--- src/rtl/cic_pkg.sv ---
package cic_pkg;

   localparam int MAX_CH     = 2;
   localparam int SEL_BIT    = 0;
   localparam int REGION_BIT = 1;

   typedef struct packed {
      logic              psel;
      logic [MAX_CH-1:0] ctrl;
      logic [MAX_CH-1:0] stat;
   } cic_hit_t;

endpackage

--- src/rtl/cic_decode.sv ---
module cic_decode
   import cic_pkg::*;
#(
   parameter int ADDR_W       = 14,
   parameter int NUM_CH       = 2,
   parameter int CH_CTRL_BASE = 'h2200,
   parameter int CH_STRIDE    = 'h1000,
   parameter int STAT_OFS     = 'h0090,
   parameter int PSEL_ADDR    = 'h0000,
   parameter int ID_BASE      = 'h2280,
   parameter int ID_STEP      = 4,
   parameter int ID_BITS      = 4
) (
   input  logic [ADDR_W-1:0]  addr,
   input  logic               region_en,
   output cic_hit_t           hit,
   output logic [ID_BITS-1:0] id_hit
);

   always_comb begin
      hit      = '0;
      hit.psel = (addr == ADDR_W'(PSEL_ADDR));
      for (int i = 0; i < NUM_CH; i++) begin
         hit.ctrl[i] = region_en && (addr == ADDR_W'(CH_CTRL_BASE + i * CH_STRIDE));
         hit.stat[i] = region_en && (addr == ADDR_W'(CH_CTRL_BASE + i * CH_STRIDE + STAT_OFS));
      end
   end

   for (genvar k = 0; k < ID_BITS; k++) begin : g_id
      assign id_hit[k] = (addr == ADDR_W'(ID_BASE + k * ID_STEP));
   end

endmodule

--- src/rtl/cic_chan.sv ---
module cic_chan #(
   parameter int SYNC_STAGES = 2
) (
   input  logic clk,
   input  logic rst_n,
   input  logic req_in,
   input  logic en_set,
   input  logic en_clr,
   output logic en_q,
   output logic stat_q,
   output logic req_sync
);

   logic [SYNC_STAGES-1:0] sync_q;
   logic                   req_d;
   logic                   req_rise;

   if (SYNC_STAGES == 1) begin : g_one
      always_ff @(posedge clk or negedge rst_n) begin
         if (!rst_n) sync_q <= '0;
         else        sync_q <= req_in;
      end
   end else begin : g_chain
      always_ff @(posedge clk or negedge rst_n) begin
         if (!rst_n) sync_q <= '0;
         else        sync_q <= {sync_q[SYNC_STAGES-2:0], req_in};
      end
   end

   assign req_sync = sync_q[SYNC_STAGES-1];
   assign req_rise = req_sync & ~req_d;

   always_ff @(posedge clk or negedge rst_n) begin
      if (!rst_n) req_d <= 1'b0;
      else        req_d <= req_sync;
   end

   // read strobe has priority over write strobe
   always_ff @(posedge clk or negedge rst_n) begin
      if (!rst_n)      en_q <= 1'b0;
      else if (en_clr) en_q <= 1'b0;
      else if (en_set) en_q <= 1'b1;
   end

   // latch uses the enable as it stood before this edge
   always_ff @(posedge clk or negedge rst_n) begin
      if (!rst_n)                    stat_q <= 1'b0;
      else if (en_clr || !req_sync)  stat_q <= 1'b0;
      else if (en_q && req_rise)     stat_q <= 1'b1;
   end

endmodule

--- src/rtl/cic_portsel.sv ---
module cic_portsel
   import cic_pkg::*;
#(
   parameter int DATA_W = 8
) (
   input  logic              clk,
   input  logic              rst_n,
   input  logic              wr,
   input  logic [DATA_W-1:0] wdata,
   output logic [DATA_W-1:0] reg_q,
   output logic              chan_sel,
   output logic              window_en
);

   always_ff @(posedge clk or negedge rst_n) begin
      if (!rst_n)  reg_q <= '0;
      else if (wr) reg_q <= wdata;
   end

   assign chan_sel  = reg_q[SEL_BIT];
   assign window_en = reg_q[REGION_BIT];

endmodule

--- src/rtl/card_irq_ctl.sv ---
module card_irq_ctl
   import cic_pkg::*;
#(
   parameter int ADDR_W       = 14,
   parameter int DATA_W       = 8,
   parameter int NUM_CH       = 2,
   parameter int SYNC_STAGES  = 2,
   parameter int CH_CTRL_BASE = 'h2200,
   parameter int CH_STRIDE    = 'h1000,
   parameter int STAT_OFS     = 'h0090,
   parameter int PSEL_ADDR    = 'h0000,
   parameter int ID_BASE      = 'h2280,
   parameter int ID_STEP      = 4,
   parameter int ID_BITS      = 4
) (
   input  logic               clk,
   input  logic               rst_n,
   input  logic [ADDR_W-1:0]  bus_addr,
   input  logic               bus_wr,
   input  logic               bus_rd,
   input  logic [DATA_W-1:0]  bus_wdata,
   output logic [DATA_W-1:0]  bus_rdata,
   input  logic [NUM_CH-1:0]  drv_irq,
   input  logic [ID_BITS-1:0] board_id,
   output logic               irq_pending,
   output logic               dma_chan_sel,
   output logic               region_en
);

   localparam int TOP_ADDR = CH_CTRL_BASE + (NUM_CH - 1) * CH_STRIDE + STAT_OFS;
   localparam int ID_TOP   = ID_BASE + (ID_BITS - 1) * ID_STEP;

   if (NUM_CH < 1 || NUM_CH > MAX_CH) begin : g_bad_ch
      $error("card_irq_ctl: NUM_CH must be 1..%0d", MAX_CH);
   end
   if (SYNC_STAGES < 1) begin : g_bad_sync
      $error("card_irq_ctl: SYNC_STAGES must be at least 1");
   end
   if (DATA_W < 2) begin : g_bad_data
      $error("card_irq_ctl: DATA_W must hold select and window bits");
   end
   if (ID_BITS < 1 || ID_BITS > DATA_W) begin : g_bad_id
      $error("card_irq_ctl: ID_BITS out of range");
   end
   if (TOP_ADDR >= (1 << ADDR_W) || ID_TOP >= (1 << ADDR_W)) begin : g_bad_addr
      $error("card_irq_ctl: register map exceeds ADDR_W");
   end

   cic_hit_t            hit;
   logic [ID_BITS-1:0]  id_hit;
   logic [DATA_W-1:0]   psel_q;
   logic [NUM_CH-1:0]   ch_en;
   logic [NUM_CH-1:0]   ch_stat;
   logic [NUM_CH-1:0]   ch_sync;
   logic [DATA_W-1:0]   rd_mux;
   logic [DATA_W-1:0]   rdata_q;

   cic_decode #(
      .ADDR_W       (ADDR_W),
      .NUM_CH       (NUM_CH),
      .CH_CTRL_BASE (CH_CTRL_BASE),
      .CH_STRIDE    (CH_STRIDE),
      .STAT_OFS     (STAT_OFS),
      .PSEL_ADDR    (PSEL_ADDR),
      .ID_BASE      (ID_BASE),
      .ID_STEP      (ID_STEP),
      .ID_BITS      (ID_BITS)
   ) u_decode (
      .addr      (bus_addr),
      .region_en (region_en),
      .hit       (hit),
      .id_hit    (id_hit)
   );

   cic_portsel #(
      .DATA_W (DATA_W)
   ) u_portsel (
      .clk       (clk),
      .rst_n     (rst_n),
      .wr        (bus_wr & hit.psel),
      .wdata     (bus_wdata),
      .reg_q     (psel_q),
      .chan_sel  (dma_chan_sel),
      .window_en (region_en)
   );

   for (genvar i = 0; i < NUM_CH; i++) begin : g_ch
      cic_chan #(
         .SYNC_STAGES (SYNC_STAGES)
      ) u_chan (
         .clk      (clk),
         .rst_n    (rst_n),
         .req_in   (drv_irq[i]),
         .en_set   (bus_wr & hit.ctrl[i]),
         .en_clr   (bus_rd & hit.ctrl[i]),
         .en_q     (ch_en[i]),
         .stat_q   (ch_stat[i]),
         .req_sync (ch_sync[i])
      );
   end

   always_comb begin
      rd_mux = '0;
      if (hit.psel) rd_mux = psel_q;
      for (int i = 0; i < NUM_CH; i++) begin
         if (hit.stat[i]) rd_mux[0] = ch_stat[i];
      end
      if (|(id_hit & board_id)) rd_mux[0] = 1'b1;
   end

   always_ff @(posedge clk or negedge rst_n) begin
      if (!rst_n)      rdata_q <= '0;
      else if (bus_rd) rdata_q <= rd_mux;
      else             rdata_q <= '0;
   end

   assign bus_rdata   = rdata_q;
   assign irq_pending = |ch_stat;

endmodule

--- config.mk ---
export PLATFORM = sky130hd
export DESIGN_NAME = card_irq_ctl
export DESIGN_NICKNAME = d
export VERILOG_FILES = /design/src/rtl/cic_pkg.sv /design/src/rtl/cic_decode.sv /design/src/rtl/cic_chan.sv /design/src/rtl/cic_portsel.sv /design/src/rtl/card_irq_ctl.sv
export SDC_FILE = /design/constraint.sdc
export NUM_CORES = 1
export LEC_CHECK = 0
export BUFFER_PORTS_ARGS = -buffer_cell sky130_fd_sc_hd__buf_2
export CAP_MARGIN = 20
export CORE_MARGIN = 2
export CORE_UTILIZATION = 40
export DETAILED_ROUTE_END_ITERATION = 6
export PLACE_DENSITY = 0.65
export SYNTH_ARGS = -nofsm -noshare
export SYNTH_HDL_FRONTEND = slang
export SYNTH_SLANG_ARGS = --single-unit
--- constraint.sdc ---
create_clock -name clk -period 1.75 [get_ports clk]
set_input_delay 0.2625 -clock clk [delete_from_list [all_inputs] [get_ports clk]]
set_output_delay 0.2625 -clock clk [all_outputs]
set_load 0.01 [all_outputs]
# --- Yosys cells after proc, flatten, opt, wreduce, memory -nomap -nowiden ---
# Index checks and enable logic that the tools add are counted.
word_totals:
  regBits: 26
  input_bits: 32
  out_inout_bits: 11
  wordCells: 58
op_classes:
  n_eq_ne: 8
  n_mux: 13
  bitwise: 10
  reduce_logical: 17
ops:
  columns: ["op", "count"]
  rows:
  - ["$eq 14x14->1 const B", 8]
  - ["$mux 8", 2]
  - ["$logic_not 14->1", 1]
  - ["$mux 1", 11]
  - ["$reduce_bool 2->1", 4]
  - ["$and 1x1->1", 7]
  - ["$logic_and 1x1->1", 6]
  - ["$and 4x4->4", 1]
  - ["$reduce_or 4->1", 1]
  - ["$logic_not 1->1", 2]
  - ["$logic_or 1x1->1", 2]
  - ["$not 1->1", 2]
  - ["$reduce_or 2->1", 1]

# --- Logic depth before layout (Yosys ltp) ---
# Gate-level depths: netlist (run 1).
logic_depth:
  word_depth: 6
  depth_mapped: 6
  depth_no_buf: 4

# --- Modules after synthesis ---
# A second synthesis (run 1) with hierarchy kept.
hier_totals:
  cells_unflattened: 91
  area_unflattened_um2: 1174.9
by_module_without_submodules:
  columns: ["module", "instances", "cells_each", "area_per_inst_um2", "seq_area_each_um2"]
  rows:
  - ["cic_portsel", 1, 19, 346.6, 200.2]
  - ["card_irq_ctl", 1, 29, 341.6, 200.2]
  - ["cic_chan", 2, 10, 152.6, 125.1]
  - ["cic_decode", 1, 23, 181.4, 0.0]

# --- Least setup slack after synthesis (run 1) ---
# OpenSTA, ideal clock, no wires.
synth_path:
  kind: "input to register"
  from: "input bus_addr[8]"
  to: "register rdata_q[0], in the netlist bus_rdata[0]"
  setup_time_ps: 82
  arrival_time_ps: 1458
  required_time_ps: 1668
  setup_slack_ps: 210
  cell_stages: 4
  path_buffers: 0
  path_cell_list: "or3_4 > or3_1 > a2111o_1 > a31oi_1"
synth_via:
  elab_chain_cells: 6
  word_cells_on_any_way: 16
  cone_classes: "eq/ne (6); mux (5); bitwise (1); reduce/logical (4)"
synth_lines:
  columns: ["element", "line", "source"]
  rows:
  - ["start, declared", "card_irq_ctl.sv:18", "input logic [ADDR_W-1:0] bus_addr,"]
  - ["$logic_not 14->1 / $eq 14x14->1 (equally long branches)", "cic_decode.sv:22, cic_decode.sv:25", null]
  - ["$mux 8 / $logic_and 1x1->1 (equally long branches)", "card_irq_ctl.sv:104, cic_decode.sv:25", null]
  - ["$mux 1 (2 in a row)", "card_irq_ctl.sv:106", "if (hit.stat[i]) rd_mux[0] = ch_stat[i];"]
  - ["$mux 1 (*)", "card_irq_ctl.sv:108", "if (|(id_hit & board_id)) rd_mux[0] = 1'b1;"]
  - ["$mux 8 (*)", "card_irq_ctl.sv:113", "else if (bus_rd) rdata_q <= rd_mux;"]
  - ["end signal, assigned", "card_irq_ctl.sv:113", null]
  - ["end, declared", "card_irq_ctl.sv:56", "logic [DATA_W-1:0] rdata_q;"]
# Every way passes the cells marked *; elsewhere a longest branch is shown, timed or not.
# A chain may end at the register's enable or synchronous reset.

# --- Worst setup path in the final report (run 1) ---
layout_path:
  from: "register g_ch[0].u_chan.stat_q"
  to: "output irq_pending"
layout_via:
  elab_chain_cells: 1
layout_lines:
  columns: ["element", "line", "source"]
  rows:
  - ["start, declared", "cic_chan.sv:10", "output logic stat_q,"]
  - ["start signal, assigned", "cic_chan.sv:47", "if (!rst_n) stat_q <= 1'b0;"]
  - ["start signal, assigned", "cic_chan.sv:48", "else if (en_clr || !req_sync) stat_q <= 1'b0;"]
  - ["start signal, assigned", "cic_chan.sv:49", "else if (en_q && req_rise) stat_q <= 1'b1;"]
  - ["$reduce_or 2->1", "card_irq_ctl.sv:118", "assign irq_pending = |ch_stat;"]
  - ["end, declared", "card_irq_ctl.sv:25", "output logic irq_pending,"]
# Every way passes these cells.

==> metrics.log, run 1 <==
[metrics] run status: completed
[metrics] netlist area before placement: 0.001052 sq mm
[metrics] FP Rows: 18
[metrics] post-synthesis simple-gate area fraction: 0.1831
[metrics] maximum clock frequency: 693.5 MHz
[metrics] multiplexer fraction of the synthesized cell area: 0.09512
[metrics] TritonCTS buffer count: 3
[metrics] Crit. End Element: primary output
[metrics] number of buffers on the longest clock path: 2
[metrics] post-layout min period: 1442 ps
[metrics] setup fix buffers added after clock tree synthesis: 0
[metrics] Reg-to-Reg End: g_ch[1].u_chan.en_q
[metrics] origin of the critical flop-to-flop path: u_portsel.reg_q[1]
[metrics] CTS tree: yes
[metrics] largest area contributor in the netlist: dfrtp_1
[metrics] crit share post-route: 0.8240
[metrics] Synth Area in Compound Gates: 0.08442
[metrics] Cell Count Post-Placement: 150
[metrics] antenna violations before repair: 0
[metrics] reported leakage power: 0.7240 nW
[metrics] area after detailed placement: 0.001291 sq mm
[metrics] pre-CTS setup slack: 51.89 ps
[metrics] Setup CP Type: reg2out
[metrics] post-synthesis xor/xnor area fraction: 0
[metrics] main combinational cell family by area after synthesis: simple AND/OR/NAND/NOR gates
[metrics] Post-DP HPWL: 1628 microns
[metrics] layout cells sized above 1: 0.4800
[metrics] Die ar.: 0.003057 sq mm
[metrics] Setup Viol. Count Final: 0
[metrics] Crit Path Max Fanout: 3
[metrics] root buffer cell: clkbuf_4
[metrics] overflow left after global routing: 0
[metrics] width of the die: 55.29 microns
[metrics] max cap viols: 0
[metrics] initial cell density of the core: 0.4247
[metrics] hold-critical path depth: 1
[metrics] total wire length: 2133 microns
[metrics] Floorplan Core Area: 0.002477 sq mm
[metrics] Port-buffer cells: 42
[metrics] first-pass detailed-route iteration total: 4
[metrics] Skew-Pair Late Insertion Delay: 310 ps
[metrics] total design power: 0.9793 mW
[metrics] average via count per standard cell: 5.277
[metrics] Final Max Tran Viols: 0
[metrics] final-layout setup total negative slack: 0 ps
[metrics] first-pass GRT wire length: 3636 microns
[metrics] most common cell after layout, fill and taps aside: buf_2
[metrics] antenna diode instance count: 0
[metrics] io pins: 43
[metrics] top cells by area in the synthesized netlist: dfrtp_1 62%, mux2_2 8.6%, and3_1 4.8%
[metrics] hold path startpoint: drv_irq[0]
[metrics] total vias in the final route: 818
[metrics] fraction of the mapped netlist area in adder cells: 0
[metrics] Post-route DRC: 0
[metrics] number of fill cells: 226
[metrics] unrepaired setup endpoints after global routing: no
[metrics] Yosys warning total: 0
[metrics] count of endpoints failing hold in the final timing report: 0
[metrics] Initial DRC Count: 23
[metrics] reg-to-reg slack, setup: 630 ps
[metrics] worst vdd rail ir drop: 523.0 uV
[metrics] synthesized flop and latch total: 26
[metrics] nets in the synthesized netlist: 113
[metrics] final instance area: 0.001338 sq mm
[metrics] register area share after synthesis: 0.6183
[metrics] Setup WS post-layout: 308.1 ps
[metrics] actual transition at the worst max-transition pin: 560.3 ps
[metrics] Syn Inst Count: 81
[metrics] placer's final routability congestion estimate: 0.8351
[metrics] Util after Layout: 0.5399
[metrics] sink of the worst hold path: g_ch[0].u_chan.sync_q[0]
[metrics] type of the tightest min-delay check: in2reg
[metrics] proportion of netlist area held by the largest area contributor: 0.6183
[metrics] depth of the worst register-to-register path: 3
[metrics] count of distinct cell types in the synthesized netlist: 28
[metrics] Mean Syn Cell Area: 12.99 sq um
[metrics] Worst Setup Start Kind: flip-flop
[metrics] area growth from synthesis to layout: 27.11%
[metrics] total routing usage reported by global routing: 0.1485
[metrics] non-filler instance count after layout: 155
[metrics] H-tree depth: 1
[metrics] Rel. slew slack: 0.6265
[metrics] Pwr per Cell Area: 732.2 mW/mm^2
[metrics] commonest cells after routing, fill and taps aside: 42 x buf_2, 26 x dfrtp_1, 8 x and3_1, 8 x mux2_2, 4 x a31oi_1
[metrics] clock sink total: 26
[metrics] WL/cell: 13.76 microns
[metrics] via count of the first global-routing pass: 805
[metrics] post-layout net count: 158
[metrics] die boundary height: 55.29 microns
[metrics] final-layout worst hold slack: 44.87 ps
[metrics] post-route clock skew: 3.747 ps
[metrics] Critical Path RT: 1490 ps
[metrics] pin count of the biggest net entering global routing: 27
[metrics] remaining number of nets flagged by the antenna check after routing: 0
[metrics] CTS clock-pin slew for the worst setup and hold paths: 130 ps
[metrics] crit path DAT: 1180 ps
## worst max-delay path by stage
stage                                from           end  cells after the start
floorplan                     bus_addr[8]  bus_rdata[0]                      4
global placement              bus_addr[8]  bus_rdata[0]                      5
detailed placement            bus_addr[8]  bus_rdata[0]                      5
CTS                 g_ch[0].u_chan.stat_q   irq_pending                      2
global route        g_ch[0].u_chan.stat_q   irq_pending                      2
finish              g_ch[0].u_chan.stat_q   irq_pending                      2
## synthesized netlist by cell type
| cell type | number |
|---|---|
| nor2_1 | 2 |
| mux2_2 | 8 |
| a31oi_1 | 4 |
| mux2i_1 | 1 |
| nor3b_1 | 1 |
| or3_4 | 1 |
| or3b_2 | 1 |
| and4_1 | 1 |
| nand2_2 | 1 |
| nand3b_1 | 1 |
| nand4_1 | 1 |
| clkbuf_2 | 1 |
| nor4_1 | 1 |
| and3_1 | 8 |
| nor2b_1 | 2 |
| nor3_1 | 3 |
| or3_1 | 1 |
| dfrtp_1 | 26 |
| a2111o_1 | 1 |
| nor4_4 | 1 |
| inv_1 | 1 |
| o21ai_0 | 2 |
| or2_2 | 1 |
| a41oi_1 | 3 |
| o2111ai_1 | 1 |
| a21o_1 | 1 |
| clkbuf_1 | 3 |
| nand2_1 | 3 |
## what timing repair did
action	in CTS	in global routing
hold buffers	1	0
endpoints found under the hold margin	26	0
gates resized for setup	0	0
## where the power goes
group / leakage, nW / switching [mW] / total [mW] / internal (mW)
registers: 0.349 / 0.00241 / 0.610 / 0.608
clock network: 0.0210 / 0.168 / 0.295 / 0.127
logic: 0.354 / 0.0393 / 0.0738 / 0.0345
total: 0.724 / 0.210 / 0.979 / 0.770
## worst max-delay path, cell delays in order, from the launching register on
cell,delay [ps]
dfrtp_1,430
or2_2,300
buf_2,140
## state kept, by name (all words and copies together), names as in the netlist
| register | flops |
|---|---|
| bus_rdata | 8 |
| u_portsel.reg_q | 8 |
| g_ch.u_chan.sync_q | 4 |
| g_ch.u_chan.en_q | 2 |
| g_ch.u_chan.req_d | 2 |
| g_ch.u_chan.stat_q | 2 |
## area by class of cell
cell class / instances / area (sq um) / area share
repair buffers: 44 / 227.7 / 0.1703
multi-input cells: 50 / 381.6 / 0.2853
flip-flops and latches: 26 / 650.6 / 0.4864
inverters: 1 / 3.754 / 0.002806
well taps: 30 / 37.54 / 0.02806
clock buffers: 4 / 36.28 / 0.02713
## routing by layer
layer,up-vias,share of wire,track usage
met5,-,0,0
met4,0,0.010,0.05923
met3,4,0.051,0.02342
met2,27,0.51,0.2432
met1,397,0.42,0.1972
li1,390,-,-
## cells by family after synthesis
| family | Yosys count |
|---|---|
| compound gates | 12 |
| buf+inv | 5 |
| flops | 26 |
| mux | 9 |
| simple gates | 29 |
Note: power is estimated with default switching activity, not from simulation.
==> run 2: changes to the inputs <==
- ABC_AREA: not set -> 1
- PLACE_DENSITY: 0.65 -> 0.64
- clock period: 1.75 -> 1.5 ns (I/O delays scaled with it)
==> run 2 against run 1 <==
Against the previous run: final cell count up 36%; final area up 8.4%; worst setup slack got worse by 190 ps; highest routed layer unchanged; hold slack better by 57 ps; register-to-register slack worse by 390 ps; die area increased by 7.3%; combinational power grew 42%; first-iteration DRC count grew 4.3%.
==> metrics.log, run 2 <==
[metrics] actual transition at the worst max-transition pin: 562.5 ps
[metrics] count of distinct cell types in the synthesized netlist: 19
[metrics] internal power contribution: 1.033 mW
[metrics] multi-input gate area in the final layout: 370.4 sq um
[metrics] Setup Viol. Count Final: 0
[metrics] crit path DAT: 1150 ps
[metrics] Die ar.: 0.003279 sq mm
[metrics] type of the tightest min-delay check: in2reg
[metrics] antenna diode instance count: 0
[metrics] layout cells sized above 1: 0.3000
[metrics] non-filler instance count after layout: 211
[metrics] logic gate share of total power: 0.081
[metrics] Pwr per Cell Area: 895.5 mW/mm^2
[metrics] Critical Path Slowest Stage Cell: dfrtp_1
[metrics] TritonCTS buffer count: 3
[metrics] Initial DRC Count: 24
[metrics] total wire length: 2356 microns
[metrics] remaining number of nets flagged by the antenna check after routing: 0
[metrics] total area of sequential cells: 650.6 sq um
[metrics] post-layout net count: 213
[metrics] CTS resizes: 0
[metrics] CTS tree: yes
[metrics] average via count per standard cell: 4.607
[metrics] post-layout min period: 1380 ps
[metrics] met3 Use GR: 0.02268
[metrics] Floorplan Core Area: 0.002734 sq mm
[metrics] final instance area: 0.001450 sq mm
[metrics] die boundary height: 57.27 microns
[metrics] Final Max Tran Viols: 0
[metrics] Post-route DRC: 0
[metrics] root buffer cell: clkbuf_4
[metrics] top cells by area in the synthesized netlist: dfrtp_1 57%, nor2_1 8.3%, nand2_1 7.6%
[metrics] number of fill cells: 277
[metrics] H-tree depth: 1
[metrics] run status: completed
[metrics] crit share post-route: 0.9199
[metrics] pin count of the biggest net entering global routing: 27
[metrics] number of buffers on the longest clock path: 2
[metrics] io pins: 43
[metrics] via count of the first global-routing pass: 987
[metrics] CTS clock-pin slew for the worst setup and hold paths: 140 ps
[metrics] CTS Hold Bufs: 3
[metrics] unrepaired setup endpoints after global routing: no
[metrics] total routing usage reported by global routing: 0.1552
[metrics] Rel. slew slack: 0.6250
[metrics] global routing met1 resource utilization: 0.2080
[metrics] maximum clock frequency: 724.7 MHz
[metrics] most common cell after layout, fill and taps aside: buf_2
[metrics] commonest cells after routing, fill and taps aside: 42 x buf_2, 26 x dfrtp_1, 25 x nor2_1
[metrics] proportion of power drawn by the clock network: 0.366
[metrics] Port-buffer cells: 42
[metrics] cell with the most instances after synthesis: dfrtp_1
[metrics] reported leakage power: 0.8185 nW
[metrics] Critical Path RT: 1270 ps
[metrics] Util after Layout: 0.5304
[metrics] Cell Count Post-Placement: 204
[metrics] WL/cell: 11.17 microns
[metrics] GRT met2 Usage: 0.2611
[metrics] first-pass GRT wire length: 4043 microns
[metrics] max cap viols: 0
[metrics] antenna violations before repair: 0
[metrics] setup fix buffers added after clock tree synthesis: 0
[metrics] Crit. End Element: primary output
[metrics] Yosys warning total: 0
[metrics] worst vdd rail ir drop: 661.0 uV
[metrics] ordered list of cells on the worst path: or2_2 -> buf_2
[metrics] initial cell density of the core: 0.4151
[metrics] longest individual stage delay on the worst path: 430 ps
[metrics] netlist area before placement: 0.001135 sq mm
[metrics] count of endpoints failing hold in the final timing report: 0
[metrics] width of the die: 57.27 microns
[metrics] proportion of register bits with asynchronous set or reset after synthesis: 1.000
[metrics] clock sink total: 26
[metrics] overflow left after global routing: 0
[metrics] first-pass detailed-route iteration total: 4
[metrics] proportion of netlist area held by the largest area contributor: 0.5733
[metrics] most numerous cell types in the synthesized netlist: 26 x dfrtp_1, 25 x nor2_1, 23 x nand2_1
[metrics] area growth from synthesis to layout: 27.78%
[metrics] Mean Syn Cell Area: 8.663 sq um
[metrics] number of enable flip-flop cells after synthesis: 0
[metrics] Crit Path Max Fanout: 3
[metrics] Switch Pwr: 0.2653 mW
[metrics] Syn Inst Count: 131
[metrics] register area share after synthesis: 0.5733
[metrics] placer's final routability congestion estimate: 0.7947
[metrics] post-route clock skew: 3.983 ps
[metrics] busiest layer in global routing: met2
[metrics] final-layout setup total negative slack: 0 ps
[metrics] total vias in the final route: 972
[metrics] FP Rows: 19
[metrics] synthesized flop and latch total: 26
[metrics] Post-DP HPWL: 1848 microns
[metrics] nets in the synthesized netlist: 163
[metrics] Flop pwr share: 0.553
[metrics] area after detailed placement: 0.001368 sq mm
[metrics] Setup CP Type: reg2out
[metrics] most frequently used flop master after synthesis: dfrtp_1
[metrics] Skew-Pair Late Insertion Delay: 320 ps
[metrics] Net Sw Frac: 0.2043
[metrics] largest area contributor in the netlist: dfrtp_1
[metrics] Worst Setup Start Kind: flip-flop
==> run 2: cell count changes in the layout (fill, tap and decap cells not counted), sizes merged, moves of 4 or more <==
| cell | before | now |
|---|---|---|
| nor2 | 2 | 26 |
| inv | 1 | 22 |
| nand2 | 4 | 25 |
| mux2 | 8 | 0 |
| o21ai | 2 | 10 |
| and3 | 8 | 1 |
| nand3 | 0 | 7 |
| a31oi | 4 | 0 |
==> run 2: per-stage QoR <==
step | setup WS [ps] | power, mW | hold WS, ps
after global placement | 202.8 | 0.8269 | 232.0
after floorplan | 330.2 | 0.7631 | -70.59
after CTS | 105.2 | 1.308 | 98.14
after detailed placement | 152.7 | 0.8323 | 255.7
after global routing | 66.11 | 1.347 | 104.1
final | 120.2 | 1.299 | 102.0
==> run 2: routing by layer <==
layer  vias up  part of all wire
li1        500                 -
met2        32              0.49
met5         -                 0
met4         0             0.011
met3         4             0.069
met1       436              0.43
==> run 2: critical path, delay by kind of cell, from the launching register on <==
family / cells / cell delay [ps]
simple gates: 1 / 270
buf+inv: 1 / 140
flops: 1 / 430
==> run 2: area by class of cell <==
cell class	instances	area share
clock buffer	3	0.01553
clock inverter	1	0.02071
inverter	22	0.05695
multi-input combinational	81	0.2554
sequential	26	0.4487
tap	31	0.02675
timing repair buffer	47	0.1760
==> run 2: logic make-up (layout without fill, tap and decap cells) <==
group / Yosys count / after routing / synth area share
AO/OA/AOI/OAI: 13 / 13 / 0.06395
flip-flops: 26 / 26 / 0.5733
AND/OR/NAND/NOR: 68 / 68 / 0.2624
buffers and inverters: 24 / 73 / 0.1003
==> run 2: path summary, 6_finish.rpt <==
path	from	endpoint	slack, ps	cells past startpoint
min in group asynchronous	rst_n	bus_rdata[0]	410	2
max in group asynchronous	rst_n	u_portsel.reg_q[1]	710	2
worst max register to register	u_portsel.reg_q[1]	bus_rdata[0]	240	6
worst min-delay path	bus_wdata[7]	u_portsel.reg_q[7]	100	3
worst max-delay path	g_ch[1].u_chan.stat_q	irq_pending	120	2
worst min register to register	g_ch[1].u_chan.sync_q[0]	g_ch[1].u_chan.sync_q[1]	370	0
==> run 2: power groups by stage <==
| stage | Clock [mW] | Sequential [mW] | Combinational [mW] |
|---|---|---|---|
| global route | 0.506 | 0.720 | 0.121 |
| floorplan | 0 | 0.730 | 0.0329 |
| detailed placement | 0 | 0.732 | 0.100 |
| global placement | 0 | 0.731 | 0.0958 |
| finish | 0.475 | 0.719 | 0.105 |
| CTS | 0.483 | 0.719 | 0.107 |
==> run 3: changes to the inputs <==
- PLACE_DENSITY: 0.64 -> 0.67
- clock period: 1.5 -> 1.2 ns (I/O delays scaled with it)
==> run 3 against run 2 <==
Against the previous run: the run now ends with setup timing left; critical path depth unchanged; routed wire length decreased by 0.17%; core utilization increased by 2.7 points; final cell count increased by 1.9%; worst setup slack got worse by 200 ps; clock-buffer cell count unchanged; register-to-register slack got worse by 160 ps; critical endpoint unchanged; highest routed layer unchanged.
==> metrics.log, run 3 (synthesis results as in run 2) <==
[metrics] Pwr per Cell Area: 1070 mW/mm^2
[metrics] layout cells sized above 1: 0.3261
[metrics] area after detailed placement: 0.001403 sq mm
[metrics] post-layout min period: 1279 ps
[metrics] final instance area: 0.001524 sq mm
[metrics] root buffer cell: clkbuf_4
[metrics] reported leakage power: 0.8494 nW
[metrics] worst vdd rail ir drop: 850.5 uV
[metrics] Cell Count Post-Placement: 207
[metrics] via count of the first global-routing pass: 1002
[metrics] Setup Viol. Count Final: 1
[metrics] Switch Pwr: 0.3281 mW
[metrics] max cap viols: 0
[metrics] first-pass GRT wire length: 4112 microns
[metrics] total wire length: 2352 microns
[metrics] non-filler instance count after layout: 215
[metrics] internal power contribution: 1.303 mW
[metrics] Crit. End Element: primary output
[metrics] width of the die: 57.27 microns
[metrics] Post-route DRC: 0
[metrics] WL/cell: 10.94 microns
[metrics] actual transition at the worst max-transition pin: 565.2 ps
[metrics] commonest cells after routing, fill and taps aside: 40 x buf_2, 26 x dfrtp_1, 24 x nor2_1
[metrics] Final Max Tran Viols: 0
[metrics] CTS tree: yes
[metrics] crit share post-route: 1.066
[metrics] overflow left after global routing: 0
[metrics] Util after Layout: 0.5574
[metrics] total vias in the final route: 996
[metrics] TritonCTS buffer count: 3
[metrics] Post-DP HPWL: 1825 microns
[metrics] average via count per standard cell: 4.633
[metrics] post-route clock skew: 5.848 ps
[metrics] number of buffers on the longest clock path: 2
[metrics] Setup CP Type: reg2out
[metrics] violations in the final reports: setup timing
[metrics] area growth from synthesis to layout: 34.29%
[metrics] post-layout net count: 217
[metrics] die boundary height: 57.27 microns
[metrics] H-tree depth: 1
[metrics] proportion of power drawn by the clock network: 0.359
[metrics] Skew-Pair Late Insertion Delay: 310 ps
[metrics] type of the tightest min-delay check: in2reg
[metrics] maximum clock frequency: 782.0 MHz
[metrics] Flop pwr share: 0.551
[metrics] pin count of the biggest net entering global routing: 27
[metrics] Initial DRC Count: 25
[metrics] io pins: 43
[metrics] Die ar.: 0.003279 sq mm
[metrics] Setup WS post-layout: -78.76 ps
[metrics] FP Rows: 19
[metrics] run status: complete, but fails checks
[metrics] total routing usage reported by global routing: 0.1613
[metrics] Rel. slew slack: 0.6232
[metrics] final-layout worst hold slack: 56.94 ps
[metrics] Crit Path Max Fanout: 3
[metrics] Floorplan Core Area: 0.002734 sq mm
[metrics] Worst Setup Start Kind: flip-flop
[metrics] first-pass detailed-route iteration total: 4
[metrics] most common cell after layout, fill and taps aside: buf_2
[metrics] crit path DAT: 1100 ps
[metrics] Net Sw Frac: 0.2012
[metrics] final-layout setup total negative slack: -78.76 ps
[metrics] logic gate share of total power: 0.090
[metrics] antenna violations before repair: 0
[metrics] placer's final routability congestion estimate: 0.9020
[metrics] CTS clock-pin slew for the worst setup and hold paths: 140 ps
[metrics] remaining number of nets flagged by the antenna check after routing: 0
[metrics] clock sink total: 26
[metrics] Critical Path RT: 1020 ps
[metrics] count of endpoints failing hold in the final timing report: 0
[metrics] unrepaired setup endpoints after global routing: yes
[metrics] initial cell density of the core: 0.4151
[metrics] reg-to-reg slack, setup: 80 ps
[metrics] antenna diode instance count: 0
[metrics] Port-buffer cells: 42
[run 3: cell count changes in the layout (fill, tap and decap cells not counted)]
cell,change
buf_4,+2
nand3_1,-1
buf_2,-2
buf_12,+1
nand3_2,+1
nor2_4,+1
buf_6,+3
nor2_1,-1
or2_2,-1
or2_4,+1
[run 3: worst paths after layout]
kind                                          start                       end  depth (start not counted)
max                           g_ch[1].u_chan.stat_q               irq_pending                          2
max reg2reg                      u_portsel.reg_q[1]              bus_rdata[0]                          7
min reg2reg                g_ch[0].u_chan.sync_q[0]  g_ch[0].u_chan.sync_q[1]                          0
min in group asynchronous                     rst_n        u_portsel.reg_q[4]                          2
min                                    bus_wdata[7]        u_portsel.reg_q[7]                          3
max in group asynchronous                     rst_n      g_ch[0].u_chan.req_d                          2
[run 3: power by group through the flow]
stage / Clock (mW) / Sequential, mW / Combinational (mW)
6_report: 0.585 / 0.899 / 0.147
5_1_grt: 0.639 / 0.902 / 0.167
4_1_cts: 0.610 / 0.900 / 0.145
3_5_place_dp: 0 / 0.916 / 0.131
3_3_place_gp: 0 / 0.915 / 0.124
2_1_floorplan: 0 / 0.913 / 0.0411
[run 3: final cells by class]
cell class | instances | area, sq um
fill | 251 | 1210
sequential | 26 | 650.6
multi-input combinational | 81 | 385.4
timing repair buffer | 51 | 314.1
inverter | 22 | 82.58
tap | 31 | 38.79
clock inverter | 1 | 30.03
clock buffer | 3 | 22.52
[run 3: repair_timing]
| action | 4_1_cts | 5_1_grt |
|---|---|---|
| pin swaps | 0 | 4 |
| gates cloned | 0 | 0 |
| buffers inserted | 1 | 0 |
| endpoints found under the hold margin | 28 | 0 |
| gates resized for setup | 2 | 5 |
| setup endpoints to repair | 2 | 3 |
| hold buffers | 3 | 0 |
[run 3: worst max-delay path, stage by stage, from the launching register on]
cell and delay [ps]:
dfrtp_1 430, or2_4 240, buf_6 120
[run 3: stage by stage]
stage	setup WS (ps)	power [mW]
after floorplan	75.16	0.9539
after global placement	-86.77	1.039
after detailed placement	-125.2	1.046
after CTS	-98.88	1.655
after global routing	-128.8	1.708
final	-78.76	1.631
[run 3: metal layers]
metal / routed length, microns / GRT usage
met1: 963 / 0.1928
met4: 44 / 0.06312
met5: 0 / 0
met2: 1219 / 0.2791
met3: 125 / 0.04082
